### src/rtl/sixstep_start_seq.sv
module sixstep_start_seq #(
  parameter int START_FRAMES = 100,
  parameter int END_FRAMES   = 20,
  parameter int ON_TICKS     = 35,
  parameter int OFF_TICKS    = 170
) (
  input  logic       clk,
  input  logic       rst_n,
  input  logic       start,
  output logic [1:0] u_cmd,
  output logic [1:0] v_cmd,
  output logic [1:0] w_cmd,
  output logic       done
);
  localparam int TMAX = (ON_TICKS > OFF_TICKS) ? ON_TICKS : OFF_TICKS;
  localparam int TW = $clog2(TMAX + 1);
  localparam int FW = $clog2(START_FRAMES + 1);
  localparam logic [TW-1:0] ON_LAST  = TW'(ON_TICKS - 1);
  localparam logic [TW-1:0] OFF_LAST = TW'(OFF_TICKS - 1);
  localparam logic [FW-1:0] DW_INIT  = FW'(START_FRAMES);
  localparam logic [FW-1:0] DW_FINAL = FW'(END_FRAMES);

  logic          run, on_ph;
  logic [2:0]    step;
  logic [TW-1:0] tick;
  logic [FW-1:0] frm, dwell;
  logic [5:0]    drv;

  wire tick_last = on_ph ? (tick == ON_LAST) : (tick == OFF_LAST);
  wire frame_end = run && !on_ph && (tick == OFF_LAST);
  wire step_end  = frame_end && (frm == dwell - 1'b1);
  wire cycle_end = step_end && (step == 3'd5);
  wire sweep_end = cycle_end && (dwell == DW_FINAL);

  always_ff @(posedge clk or negedge rst_n) begin
    if (!rst_n) begin
      run   <= 1'b0;
      on_ph <= 1'b1;
      step  <= '0;
      tick  <= '0;
      frm   <= '0;
      dwell <= DW_INIT;
      done  <= 1'b0;
    end else begin
      done <= sweep_end;
      if (!run) begin
        if (start) begin
          run   <= 1'b1;
          on_ph <= 1'b1;
          step  <= '0;
          tick  <= '0;
          frm   <= '0;
          dwell <= DW_INIT;
        end
      end else begin
        tick <= tick_last ? '0 : tick + 1'b1;
        if (tick_last) on_ph <= !on_ph;
        if (frame_end) frm <= step_end ? '0 : frm + 1'b1;
        if (step_end) step <= (step == 3'd5) ? 3'd0 : step + 3'd1;
        if (cycle_end) dwell <= dwell - 1'b1;
        if (sweep_end) run <= 1'b0;
      end
    end
  end

  always_comb begin
    case (step)
      3'd0:    drv = 6'b10_01_00;
      3'd1:    drv = 6'b10_00_01;
      3'd2:    drv = 6'b00_10_01;
      3'd3:    drv = 6'b01_10_00;
      3'd4:    drv = 6'b01_00_10;
      3'd5:    drv = 6'b00_01_10;
      default: drv = 6'b00_00_00;
    endcase
  end

  assign {u_cmd, v_cmd, w_cmd} = !run ? 6'b00_00_00 : (on_ph ? drv : 6'b01_01_01);


  done_single_chk: assert property (@(posedge clk) disable iff (!rst_n) done |=> !done);

  done_float_chk: assert property (@(posedge clk) disable iff (!rst_n)
    done |-> ({u_cmd, v_cmd, w_cmd} == 6'b0));

  legal_code_chk: assert property (@(posedge clk) disable iff (!rst_n)
    (u_cmd != 2'b11) && (v_cmd != 2'b11) && (w_cmd != 2'b11));

  start_launch_chk: assert property (@(posedge clk) disable iff (!rst_n)
    (start && !run) |=> ({u_cmd, v_cmd, w_cmd} == 6'b10_01_00));

  keep_running_chk: assert property (@(posedge clk) disable iff (!rst_n)
    (run && !sweep_end) |=> run);
endmodule

### config.mk
export PLATFORM = sky130hd
export DESIGN_NAME = sixstep_start_seq
export DESIGN_NICKNAME = d
export VERILOG_FILES = /design/src/rtl/sixstep_start_seq.sv
export SDC_FILE = /design/constraint.sdc
export NUM_CORES = 1
export LEC_CHECK = 0
export ABC_AREA = 1
export BUFFER_PORTS_ARGS = -buffer_cell sky130_fd_sc_hd__buf_2
export CAP_MARGIN = 20
export CORE_MARGIN = 4
export CORE_UTILIZATION = 41
export CTS_CLUSTER_DIAMETER = 40
export DETAILED_ROUTE_END_ITERATION = 8
export MAX_ROUTING_LAYER = met4
export PLACE_DENSITY = 0.64
export SLEW_MARGIN = 20
export SYNTH_ARGS = -nofsm -noshare
export SYNTH_HDL_FRONTEND = slang
export SYNTH_SLANG_ARGS = --single-unit
### constraint.sdc
create_clock -name clk -period 2 [get_ports clk]
set_clock_uncertainty 0.05 [all_clocks]
set_input_delay 0.4 -clock clk [delete_from_list [all_inputs] [get_ports clk]]
set_output_delay 0.4 -clock clk [all_outputs]
set_load 0.01 [all_outputs]
==> impl_metrics.csv <==
group,metric,value,unit
worst_setup_path,timing.rr.end,"dwell[1]",
clocking,insertion_delay,0.28,ns
worst_setup_path,ff2ff_path_depth,12,
worst_setup_path,cp.required,2.13,ns
timing,min_period_over_period,94.7,%
pwr,seqPwrFrac,44.1,%
logic_synthesis,synth_nets,253,
pwr,irDropWorstVdd,0.000520,V
grt,grt_antenna_before_repair,0,
pwr,powerDensity,961,nW/µm²
logic_synthesis,synth_area_leaders,"dfrtp_1 33%, nand2_1 12%, nand3_1 9.2%, inv_1 6.9%, dfstp_2 5.8%",
logic_synthesis,synth_top_area_share,33.3,%
pwr,leakage,1.09,nW
floorplanning,rows,23,
logic_synthesis,synth_flop_cell,"dfrtp_1",
route,wirelength,4.13,mm
timing,period_needed,1.89,ns
layout,antennaDiodeCount,0,
timing,drv_slew,0,
flow_run,drv_cap,0,
route,dr.pass1.iters,4,
timing,worstMarginPinSlew,0.639,ns
grt,grt_pass1_wl,6.75,mm
timing,setup_violations,0,
pwr,p_comb_share,38.9,%
clocking,h-tree-depth,1,
clocking,clock_path_buffers,2,
worst_setup_path,path_class,"reg -> reg",
pwr,switchingPower,835,µW
floorplanning,io_pins,10,
route,vias,1659,
logic_synthesis,yosys_warnings,0,
logic_synthesis,ys_ff_latch,28,
layout,syn_to_final_growth,21.7,%
grt,grt_max_degree,29,
logic_synthesis,synth_cell_type_count,28,
worst_setup_path,critical_path_peak_fanout,5,
clocking,cts.root.buffer_cell,"clkbuf_8",
logic_synthesis,yosysSeqAreaShare,39.1,%
logic_synthesis,async_flop_share,100,%
route,drt-wirelength-per-cell,12.8,µm
layout,drive_gt1_share,27.5,%
outcome,status,"finished, final reports clean",
route,dr.first_iter.drc_count,137,
placed_design,pre_cts_ws,-0.0145,ns
worst_setup_path,arrival,2.02,ns
timing,slew_headroom,57.4,%
route,postRouteAntennaNets,0,
worst_setup_path,critPathLaunch,"tick[1]",
timing,hold_viol,0,
min_path,min_path_type,"in -> async",
route,viasPerCell,5.14,
pwr,switching_share,39.6,%
route,drc_errors,0,
clocking,numCtsBuffers,3,
worst_setup_path,r2r_start,"tick[1]",
logic_synthesis,yosysTopAreaCell,"dfrtp_1",
placed_design,routabilityCongestion,0.927,
timing,max_freq,528,MHz
floorplanning,initial_core_util,43.8,%
clocking,cts_sinks,28,
grt,gr-total-overflow,0,
clocking,cts_tree,"done",
pwr,clkPwrFrac,17.0,%
floorplanning,core_area,4120,µm²
worst_setup_path,reg2reg_slack,0.11,ns
timing,final.setup.worst_slack,0.106,ns
grt,grt_usage,16.2,%
logic_synthesis,synth-edff-count,0,
logic_synthesis,synth_area,1800,µm²
placed_design,dp_hpwl,2.89,mm
pwr,intPower,1.28,mW
placed_design,io_buffers,9,
floorplanning,die_area,5530,µm²
floorplanning,fp.dieH,74.3,µm
clocking,clkTransAtPathRegs,0.10,ns
timing,whs,0.0768,ns
layout,nNetsFinal,283,
grt,grt_pass1_vias,1462,
placed_design,postPlaceCellArea,1920,µm²
layout,post-route-util,53.4,%
layout,finalInstanceArea,2200,µm²
floorplanning,die_w,74.3,µm
logic_synthesis,syn_inst,244,
worst_setup_path,critPathLaunchType,"flop",
logic_synthesis,syn_area_per_cell,7.39,µm²
worst_setup_path,end_kind,"flop",
## per-layer routing
layer  up-vias  track usage (%)  part of all wire [%]
met3         6             3.24                   4.6
met5         -                -                     0
li1        849                -                     -
met2        29             23.8                    46
met4         0             4.74                   1.7
met1       775             22.5                    48
## power groups by stage
| stage | logic [mW] | registers (mW) | clock network (mW) |
|---|---|---|---|
| floorplan | 0.558 | 0.890 | 0 |
| global placement | 0.701 | 0.930 | 0 |
| detailed placement | 0.708 | 0.934 | 0 |
| CTS | 0.721 | 0.923 | 0.371 |
| global route | 0.940 | 0.964 | 0.390 |
| finish | 0.821 | 0.930 | 0.359 |
## cells by family (layout without fill, tap and decap cells)
group                    after synthesis  count (layout)  share of synthesized area [%]
flip-flops                            28              28                           39.1
XOR/XNOR                              10              10                           4.85
adder cells (fa/ha/maj)                6               6                           4.16
AO/OA/AOI/OAI                         30              30                           9.78
buffers and inverters                 41              69                           9.08
AND/OR/NAND/NOR                      129             130                           33.0
## placed cells by master (no fill, tap or decap), types with 2 or more instances in the layout
master,count
buf_2,9
inv_2,8
nand2_2,6
xnor2_1,2
dfrtp_2,3
nor3_1,9
nand3_1,32
nor2_4,5
dfstp_2,4
buf_4,19
nand2_4,3
inv_1,28
clkbuf_8,4
o21bai_2,2
xor2_1,8
dfrtp_1,21
o21ai_0,11
ha_1,4
nor2_1,9
nand2_1,56
nor2_2,3
o22ai_1,7
a21oi_1,7
nand3_4,2
ha_4,2
## state kept, by name (all words and copies together) (netlist names)
register / count
run: 1
on_ph: 1
tick: 8
done: 1
frm: 7
dwell: 7
step: 3
## Yosys cell counts, types with 2 or more instances
library cell	count
o21ai_0	12
xor2_1	8
xnor2_1	2
nand3_1	33
nor2_1	11
inv_1	33
nor3_1	9
nor2_2	5
o31ai_1	2
inv_2	4
ha_1	6
o21bai_2	2
dfstp_2	4
buf_2	2
dfrtp_1	24
nand2_2	4
o22ai_1	7
a21oi_1	7
nand2_1	60
## how the worst max path moves through the flow
stage | endpoint | slack (ns) | depth (start not counted)
6_report | dwell[1] | 0.11 | 12
5_1_grt | dwell[1] | -0.03 | 12
3_3_place_gp | dwell[0] | 0.02 | 13
2_1_floorplan | run | 0.20 | 13
3_5_place_dp | dwell[4] | -0.01 | 13
4_1_cts | dwell[4] | -0.0007 | 13
## critical path, stage by stage, from the launching register on
cell and delay [ns]:
dfrtp_1 0.43, inv_2 0.08, ha_1 0.14, nand3_1 0.07
nor2_1 0.13, nand2_2 0.09, nor2_4 0.13, nand3_2 0.10
nor2_4 0.20, buf_4 0.16, nand3_4 0.08, nand3_1 0.08
nand2_1 0.04
## timing repair
item | CTS | global route
buffers inserted | 0 | 14
hold buffers | 0 | 0
endpoints found under the setup margin | 5 | 21
gates resized for setup | 5 | 24
gates cloned | 0 | 1
pin swaps | 0 | 7
## per-stage QoR
step                        TNS, ns  power (mW)  instances
final                             0        2.11        323
after global routing        -0.0918        2.29        323
after CTS                 -0.000667        2.01        308
after detailed placement    -0.0492        1.64        304
after global placement            0        1.63        304
after floorplan                   0        1.45        244
## area by class of cell
type | count | area (µm²)
well taps | 50 | 62.6
flip-flops and latches | 28 | 709
inverters | 37 | 141
fillers | 393 | 1920
clock buffers | 4 | 55.1
repair buffers | 28 | 188
multi-input cells | 176 | 1040
Note: power is estimated with default switching activity, not from simulation.
